==> config.mk <==
export PLATFORM = sky130hd
export DESIGN_NAME = ipt_lookup
export DESIGN_NICKNAME = d
export VERILOG_FILES = /design/src/rtl/ipt_pkg.sv /design/src/rtl/ipt_ram.sv /design/src/rtl/ipt_hash.sv /design/src/rtl/ipt_walker.sv /design/src/rtl/ipt_lookup.sv
export SDC_FILE = /design/constraint.sdc
export NUM_CORES = 1
export LEC_CHECK = 0
export CAP_MARGIN = 20
export CORE_AREA = 2 2 169 171
export DETAILED_ROUTE_END_ITERATION = 16
export DIE_AREA = 0 0 171 173
export PLACE_DENSITY = 0.78
export SLEW_MARGIN = 20
export SYNTH_ARGS = -nofsm -noshare
export SYNTH_HDL_FRONTEND = slang
export SYNTH_SLANG_ARGS = --single-unit
==> constraint.sdc <==
create_clock -name clk_i -period 2.7 [get_ports clk_i]
set_input_delay 0.54 -clock clk_i [delete_from_list [all_inputs] [get_ports clk_i]]
set_output_delay 0.54 -clock clk_i [all_outputs]
set_load 0.03 [all_outputs]
==> src/rtl/ipt_pkg.sv <==
package ipt_pkg;
  typedef enum logic [2:0] {
    ST_IDLE,
    ST_ANCHOR,
    ST_READ,
    ST_COMPARE,
    ST_DONE
  } walk_state_e;
endpackage

==> src/rtl/ipt_ram.sv <==
module ipt_ram #(
  parameter int DW = 8,
  parameter int AW = 4
) (
  input  logic          clk_i,
  input  logic          we_i,
  input  logic [AW-1:0] waddr_i,
  input  logic [DW-1:0] wdata_i,
  input  logic [AW-1:0] raddr_i,
  output logic [DW-1:0] rdata_o
);
  localparam int DEPTH = 1 << AW;

  logic [DW-1:0] mem_q [DEPTH];

  always_ff @(posedge clk_i) begin
    if (we_i) mem_q[waddr_i] <= wdata_i;
    rdata_o <= mem_q[raddr_i];
  end
endmodule

==> src/rtl/ipt_hash.sv <==
module ipt_hash #(
  parameter int PID_W = 4,
  parameter int VPN_W = 8,
  parameter int HAT_W = 3
) (
  input  logic [PID_W-1:0] pid_i,
  input  logic [VPN_W-1:0] vpn_i,
  output logic [HAT_W-1:0] bucket_o
);
  localparam int KEY_W = (VPN_W > PID_W) ? VPN_W : PID_W;

  logic [KEY_W-1:0] key;

  assign key = KEY_W'(vpn_i) ^ KEY_W'(pid_i);

  // fold key bit i onto bucket bit i mod HAT_W
  always_comb begin
    bucket_o = '0;
    for (int i = 0; i < KEY_W; i++) begin
      bucket_o[i % HAT_W] = bucket_o[i % HAT_W] ^ key[i];
    end
  end
endmodule

==> src/rtl/ipt_walker.sv <==
module ipt_walker
  import ipt_pkg::*;
#(
  parameter int PID_W   = 4,
  parameter int VPN_W   = 8,
  parameter int OFF_W   = 4,
  parameter int FRAME_W = 4,
  localparam int ENT_W  = 1 + PID_W + VPN_W + FRAME_W,
  localparam int PA_W   = FRAME_W + OFF_W
) (
  input  logic               clk_i,
  input  logic               rst_ni,
  input  logic               req_valid_i,
  output logic               req_ready_o,
  input  logic [PID_W-1:0]   req_pid_i,
  input  logic [VPN_W-1:0]   req_vpn_i,
  input  logic [OFF_W-1:0]   req_off_i,
  input  logic [FRAME_W-1:0] hat_rdata_i,
  output logic [FRAME_W-1:0] ft_raddr_o,
  input  logic [ENT_W-1:0]   ft_rdata_i,
  output logic               resp_valid_o,
  input  logic               resp_ready_i,
  output logic               resp_fault_o,
  output logic [PA_W-1:0]    resp_paddr_o
);
  localparam int FRAMES = 1 << FRAME_W;
  localparam int CNT_W  = FRAME_W + 1;
  localparam logic [FRAME_W-1:0] NULL_IDX = '1;
  localparam logic [CNT_W-1:0] LAST_STEP = CNT_W'(FRAMES - 1);

  walk_state_e        state_q;
  logic [PID_W-1:0]   pid_q;
  logic [VPN_W-1:0]   vpn_q;
  logic [OFF_W-1:0]   off_q;
  logic [FRAME_W-1:0] idx_q;
  logic [CNT_W-1:0]   steps_q;
  logic               fault_q;

  // entry layout: {valid, pid, vpn, next}
  logic               e_valid;
  logic [PID_W-1:0]   e_pid;
  logic [VPN_W-1:0]   e_vpn;
  logic [FRAME_W-1:0] e_next;
  logic               e_hit;

  assign {e_valid, e_pid, e_vpn, e_next} = ft_rdata_i;
  assign e_hit = e_valid && (e_pid == pid_q) && (e_vpn == vpn_q);

  assign req_ready_o  = (state_q == ST_IDLE);
  assign resp_valid_o = (state_q == ST_DONE);
  assign resp_fault_o = fault_q;
  assign resp_paddr_o = fault_q ? '0 : {idx_q, off_q};
  assign ft_raddr_o   = idx_q;

  always_ff @(posedge clk_i or negedge rst_ni) begin
    if (!rst_ni) begin
      state_q <= ST_IDLE;
      pid_q   <= '0;
      vpn_q   <= '0;
      off_q   <= '0;
      idx_q   <= '0;
      steps_q <= '0;
      fault_q <= 1'b0;
    end else begin
      unique case (state_q)
        ST_IDLE: begin
          if (req_valid_i) begin
            pid_q   <= req_pid_i;
            vpn_q   <= req_vpn_i;
            off_q   <= req_off_i;
            state_q <= ST_ANCHOR;
          end
        end
        ST_ANCHOR: begin
          steps_q <= '0;
          if (hat_rdata_i == NULL_IDX) begin
            fault_q <= 1'b1;
            state_q <= ST_DONE;
          end else begin
            idx_q   <= hat_rdata_i;
            state_q <= ST_READ;
          end
        end
        ST_READ: state_q <= ST_COMPARE;
        ST_COMPARE: begin
          if (e_hit) begin
            fault_q <= 1'b0;
            state_q <= ST_DONE;
          end else if (e_next == NULL_IDX || steps_q == LAST_STEP) begin
            fault_q <= 1'b1;
            state_q <= ST_DONE;
          end else begin
            idx_q   <= e_next;
            steps_q <= steps_q + 1'b1;
            state_q <= ST_READ;
          end
        end
        ST_DONE: begin
          if (resp_ready_i) begin
            fault_q <= 1'b0;
            state_q <= ST_IDLE;
          end
        end
        default: state_q <= ST_IDLE;
      endcase
    end
  end
endmodule

==> src/rtl/ipt_lookup.sv <==
module ipt_lookup #(
  parameter int PID_W   = 4,
  parameter int VPN_W   = 8,
  parameter int OFF_W   = 4,
  parameter int FRAME_W = 4,
  parameter int HAT_W   = 3,
  localparam int PA_W   = FRAME_W + OFF_W
) (
  input  logic               clk_i,
  input  logic               rst_ni,
  input  logic               req_valid_i,
  output logic               req_ready_o,
  input  logic [PID_W-1:0]   req_pid_i,
  input  logic [VPN_W-1:0]   req_vpn_i,
  input  logic [OFF_W-1:0]   req_off_i,
  output logic               resp_valid_o,
  input  logic               resp_ready_i,
  output logic               resp_fault_o,
  output logic [PA_W-1:0]    resp_paddr_o,
  input  logic               hat_we_i,
  input  logic [HAT_W-1:0]   hat_waddr_i,
  input  logic [FRAME_W-1:0] hat_wdata_i,
  input  logic               ft_we_i,
  input  logic [FRAME_W-1:0] ft_waddr_i,
  input  logic               ft_wvalid_i,
  input  logic [PID_W-1:0]   ft_wpid_i,
  input  logic [VPN_W-1:0]   ft_wvpn_i,
  input  logic [FRAME_W-1:0] ft_wnext_i
);
  localparam int ENT_W = 1 + PID_W + VPN_W + FRAME_W;

  logic [HAT_W-1:0]   bucket;
  logic [FRAME_W-1:0] hat_rdata;
  logic [FRAME_W-1:0] ft_raddr;
  logic [ENT_W-1:0]   ft_rdata;

  ipt_hash #(.PID_W(PID_W), .VPN_W(VPN_W), .HAT_W(HAT_W)) u_hash (
    .pid_i   (req_pid_i),
    .vpn_i   (req_vpn_i),
    .bucket_o(bucket)
  );

  ipt_ram #(.DW(FRAME_W), .AW(HAT_W)) u_anchor_ram (
    .clk_i  (clk_i),
    .we_i   (hat_we_i),
    .waddr_i(hat_waddr_i),
    .wdata_i(hat_wdata_i),
    .raddr_i(bucket),
    .rdata_o(hat_rdata)
  );

  ipt_ram #(.DW(ENT_W), .AW(FRAME_W)) u_frame_ram (
    .clk_i  (clk_i),
    .we_i   (ft_we_i),
    .waddr_i(ft_waddr_i),
    .wdata_i({ft_wvalid_i, ft_wpid_i, ft_wvpn_i, ft_wnext_i}),
    .raddr_i(ft_raddr),
    .rdata_o(ft_rdata)
  );

  ipt_walker #(
    .PID_W(PID_W), .VPN_W(VPN_W), .OFF_W(OFF_W), .FRAME_W(FRAME_W)
  ) u_walker (
    .clk_i       (clk_i),
    .rst_ni      (rst_ni),
    .req_valid_i (req_valid_i),
    .req_ready_o (req_ready_o),
    .req_pid_i   (req_pid_i),
    .req_vpn_i   (req_vpn_i),
    .req_off_i   (req_off_i),
    .hat_rdata_i (hat_rdata),
    .ft_raddr_o  (ft_raddr),
    .ft_rdata_i  (ft_rdata),
    .resp_valid_o(resp_valid_o),
    .resp_ready_i(resp_ready_i),
    .resp_fault_o(resp_fault_o),
    .resp_paddr_o(resp_paddr_o)
  );
endmodule

* Word level (Yosys, flattened, before mapping)
Memory sizes are Yosys's and may differ from the RTL's. A register that Yosys moved wholly into a read port is not among the register bits. Cells that the tools add are included.
Operators by class: $add $sub $neg 1, equality and inequality tests 16, multiplexer cells 23, bitwise gates (word level) 6, reduce and logical (&&, ||, !) cells 11
Operator list (count):
- two-way mux 3 bit | 5
- case mux 3 bit (5 select lines) | 1
- two-way mux 4 bit | 3
- two-way mux 5 bit | 2
- case mux 5 bit (2 select lines) | 1
- equality test 4 bit (second input constant) | 2
- equality test 8 bit | 1
- two-way mux 1 bit | 8
- two-way mux 8 bit | 1
- != test 2 bit (second input constant) | 4
- case mux 4 bit (2 select lines) | 1
- AND reduction 4 bit | 2
- bitwise XOR 8 x 4 -> 8 bit | 1
- equality test 3 x 2 -> 1 bit (second input constant) | 2
- adder 5 x 1 -> 5 bit (second input constant) | 1
- equality test 5 x 4 -> 1 bit (second input constant) | 1
- bitwise XOR 1 bit | 5
- equality test 4 bit | 1
- != test 2 x 1 -> 1 bit (second input constant) | 2
- AND reduction 2 bit | 2
- equality test 3 x 1 -> 1 bit (second input constant) | 1
- equality test 3 bit (second input constant) | 1
- logical NOT 3 bit | 1
- != test 3 x 1 -> 1 bit (second input constant) | 1
- other kinds (6) | 7
Word-level totals: register bits 29, RAM bits 304, input port bits 50, output and inout port bits 11, word-level logic and storage cells 66, memories 2
Memory list:
- u_frame_ram.mem_q | depth 16, width 17, read ports 1, clocked after Yosys merged registers in 1, write ports 1, RTL line ipt_ram.sv:14 | logic [DW-1:0] mem_q [DEPTH];
- u_anchor_ram.mem_q | depth 8, width 4, read ports 1, clocked after Yosys merged registers in 1, write ports 1, RTL line ipt_ram.sv:14

* Logic depth before layout (Yosys ltp)
depth after elaboration 5, mapped depth 7, mapped depth without buffers 7

* By module
From an unflattened synthesis, not the netlist that was laid out.
Unflattened totals: cells, all modules 671, area total of the unflattened synthesis 13638.1 sq um
Modules (own cells, without submodules):
- ipt_ram at u_frame_ram | times used 1, cells each 458, area each 10637.7 sq um, sequential area each 8508.2 sq um
- ipt_walker | times used 1, cells each 142, area each 1546.5 sq um, sequential area each 725.7 sq um
- ipt_ram at u_anchor_ram | times used 1, cells each 63, area each 1370.1 sq um, sequential area each 1041.0 sq um
- ipt_hash | times used 1, cells each 8, area each 83.8 sq um, sequential area each 0.0 sq um

* Worst setup path before layout
Ideal clock, no wire load.
path kind input to register, from input port ft_waddr_i[3], to memory u_frame_ram.mem_q[0][0] (netlist bit) (enable), library setup time 413 ps, arrival time 2253 ps, data required time 2287 ps, slack 34 ps, stages 2, buffers on the path 0, path through or3b_2 > nor3_1
RTL lines:
- start: declaration | RTL line ipt_lookup.sv:24 | input logic [FRAME_W-1:0] ft_waddr_i,
- end: declaration | RTL line ipt_ram.sv:14
No word-level cell before the write port.

* Worst setup path after layout
from register u_walker.idx_q[0] (netlist: u_walker.ft_raddr_o[0]), to output port resp_paddr_o[4]
On the way: cells in the longest elaborated chain, start to end 1
RTL lines:
- start: declaration | RTL line ipt_walker.sv:35 | logic [FRAME_W-1:0] idx_q;
- start signal: assignment | RTL line ipt_walker.sv:80 | idx_q <= hat_rdata_i;
- start signal: assignment | RTL line ipt_walker.sv:93 | idx_q <= e_next;
- two-way mux 8 bit | RTL line ipt_walker.sv:52 | assign resp_paddr_o = fault_q ? '0 : {idx_q, off_q};
- end: declaration | RTL line ipt_lookup.sv:19 | output logic [PA_W-1:0] resp_paddr_o,
Every way passes these cells.

==> results.py <==
metrics = {
    "outcome": {
        "outcome": "completed",
    },
    "sta": {
        "fin_skew_ns": 0.0174,
        "setup_viol": 0,
        "maxSlewViolCount": 0,
        "tightest_slew_ns": 0.619,
        "fin_crit_ns": 2.55,
        "min_period_over_period_pct": 94.5,
        "hold-worst-slack_ns": 0.423,
        "hold_viol_final": 0,
        "setup_tns_ns": 0,
        "slew_headroom_pct": 58.4,
        "fmax_ghz": 0.392,
        "rsz0062_at_grt": "false",
    },
    "route": {
        "remaining_drc_errors": 0,
        "postRouteWirelength_microns": 28800,
        "met3_length_microns": 1890,
        "met1_length_microns": 11500,
        "wire_per_inst_microns": 24.9,
        "postRouteAntennaNets": 0,
        "routed.top_layer": "met4",
        "vias_per_cell": 5.79,
        "drtIter0Drc": 669,
        "dr.pass1.iters": 6,
        "route.met2.wl_microns": 14700,
        "vias": 6695,
    },
    "clocking": {
        "root_buffer": "clkbuf_16",
        "htreeDepth": 2,
        "cts_buffers": 36,
        "insertion_delay_ns": 0.52,
        "path_clk_slew_ns": 0.06,
        "cts_tree": "done",
        "cts_buffer_depth": 3,
        "cts_sinks": 354,
    },
    "logic_synthesis": {
        "yosysTopAreaCell": "edfxtp_1",
        "seq_area_frac_synth_pct": 75.3,
        "syn_area_sq_um": 13600,
        "yosys_most_used_dff": "edfxtp_1",
        "syn_area_per_cell_sq_um": 21.2,
        "ys_ff_latch": 354,
        "netlist_instances": 644,
        "synthArstFlopShare_pct": 8.19,
        "synth_cell_type_count": 46,
        "synth_top_area_share_pct": 66.9,
        "synth-edff-count": 304,
        "yosys-top-cells-area": "edfxtp_1 (67%), mux4_2 (14%), dfrtp_1 (5.3%)",
        "yosys_warnings": 0,
        "syn_nets": 696,
    },
    "hold_path": {
        "hp-class": "in2async",
    },
    "place": {
        "port_buffers": 60,
        "gp_congestion": 0.838,
        "dpl.cell_count": 1088,
        "dpl-instance-area_sq_um": 15000,
        "dpl.hpwl_microns": 17400,
    },
    "grt": {
        "grt_overflow": 0,
        "grt_pass1_wl_microns": 43200,
        "grt_usage_pct": 19.8,
        "grt_pass1_vias": 7026,
        "antenna_found_initial": 1,
        "grt_max_degree": 70,
    },
    "power_and_ir_drop": {
        "leakage_nw": 5.32,
        "ir_drop_uv": 589,
        "p_total_mw": 15.7,
        "internal-power_mw": 11.4,
        "pwr-share-comb_pct": 25.9,
        "switching_share_pct": 27.4,
        "p_clk_share_pct": 30.4,
        "net-switching-power_mw": 4.30,
        "p_seq_share_pct": 43.7,
        "cellPowerDensity_nw_per_um2": 969,
    },
    "critical_path": {
        "critical_path.top_delay_family": "buffers and inverters",
        "critPathRequiredTime_ns": 2.16,
        "cpMaxStageDelayCell": "clkdlybuf4s50_1",
        "critical_path_class": "reg2out",
        "path_max_fanout": 12,
        "cp-end-kind": "output port",
        "path_cells": "nor2b_1, clkdlybuf4s50_1",
        "cpPeakStageDelay_ns": 0.68,
        "start_kind": "register",
        "path_buf_inv": 1,
        "arrival_ns": 2.01,
    },
    "die": {
        "die_h_microns": 173,
        "dieArea_sq_um": 29600,
        "fp.dieW_microns": 171,
        "core.rowCount": 61,
        "ios": 61,
        "initial_core_util_pct": 49.4,
        "coreArea_sq_um": 27600,
    },
    "finish": {
        "drive_gt1_share_pct": 27.9,
        "stdcell_area_sq_um": 16200,
        "final_cells": 1156,
        "layout.nets": 801,
        "area_growth_pct": 18.6,
    },
    "job": {
        "max_cap_violations": 0,
    },
}
-- cells in the mapped netlist, types with 8 or more instances --
cell type / instances
mux2_2: 16
mux2i_1: 16
xnor2_1: 17
nor2b_1: 9
edfxtp_1: 304
dfrtp_1: 29
dfxtp_1: 21
nor3_1: 8
nand2_1: 12
buf_2: 11
clkbuf_1: 16
mux4_2: 85
nor2_1: 25
-- path summary, 6_finish.rpt --
check                      cells past startpoint                                  to  slack [ns]                          startpoint
max                                            2                     resp_paddr_o[4]        0.15  u_walker.ft_raddr_o[0]$_DFFE_PN0P_
max in group asynchronous                      2  u_walker.ft_raddr_o[0]$_DFFE_PN0P_        1.96                              rst_ni
min reg2reg                                    1       u_walker.off_q[3]$_DFFE_PN0P_        0.51       u_walker.off_q[3]$_DFFE_PN0P_
min                                            2  u_walker.ft_raddr_o[3]$_DFFE_PN0P_        0.42                              rst_ni
max reg2reg                                    6  u_walker.ft_raddr_o[2]$_DFFE_PN0P_        0.40     u_walker.steps_q[0]$_DFFE_PN0P_
min in group clk_i                             1       u_walker.off_q[3]$_DFFE_PN0P_        0.51       u_walker.off_q[3]$_DFFE_PN0P_
-- stage by stage --
step	setup slack (ns)	utilization, %
floorplan	0.0341	-
detailed placement	0.186	54.3
global route	0.0376	58.6
finish	0.148	58.6
global placement	0.238	54.3
CTS	0.00503	58.5
-- per-layer routing --
layer | global-route usage [%] | vias up
met5 | 0 | -
met4 | 6.21 | 0
met3 | 3.48 | 47
met2 | 33.1 | 289
met1 | 26.7 | 3487
li1 | - | 2872
-- sequential cells by signal (all words and copies together), names as in the netlist, 4 cells and up --
signal,cells
u_walker.steps_q,5
u_frame_ram.mem_q,272
u_walker.off_q,4
u_frame_ram.rdata_o,17
u_walker.pid_q,4
u_anchor_ram.mem_q,32
u_walker.vpn_q,8
u_anchor_ram.rdata_o,4
u_walker.ft_raddr_o,4
-- cells in the final DEF (no fill, tap or decap), drive strengths merged, types with 6 or more instances in the layout --
cell type / count
mux4: 85
clkbuf: 47
dfxtp: 21
o211ai: 7
nor2: 25
xnor2: 18
nor3: 8
buf: 36
nand2b: 7
nor2b: 9
edfxtp: 304
mux2i: 16
clkdlybuf4s50: 60
clkinv: 13
nand2: 12
or3: 6
dfrtp: 29
mux2: 16
-- cell families (layout without fill, tap and decap cells) --
logic type,after synthesis,after routing,share of synthesized area (%)
buffers and inverters,30,163,1.01
muxes,117,117,16.5
other,0,1,0
DFF,354,354,75.3
and+or+nand+nor,88,88,3.36
xor gates and xnor gates,22,22,1.66
AOI/OAI and AO/OA,31,31,1.97
adders and majority gates,2,2,0.183
-- power by group through the flow --
stage | logic (mW) | registers, mW | clock network, mW
global placement | 3.85 | 6.94 | 0
floorplan | 2.95 | 6.72 | 0
detailed placement | 4.01 | 6.98 | 0
finish | 4.05 | 6.86 | 4.77
CTS | 4.04 | 6.88 | 4.86
global route | 4.34 | 6.90 | 5.04
-- layout make-up --
class	count	area, sq um
Clock inverter	19	165
Fill cell	1959	11400
Antenna cell	1	2.50
Inverter	1	3.75
Sequential cell	354	10300
Multi-Input combinational cell	260	3280
Tap cell	378	473
Clock buffer	47	985
Timing Repair Buffer	96	991
-- timing repair --
| action | CTS | global route |
|---|---|---|
| hold buffers | 0 | 0 |
| resized for setup | 0 | 0 |
| setup buffers | 0 | 1 |
| hold endpoints to repair | 0 | 0 |
| endpoints found under the setup margin | 0 | 1 |
Power figures use the tool's default switching activity.
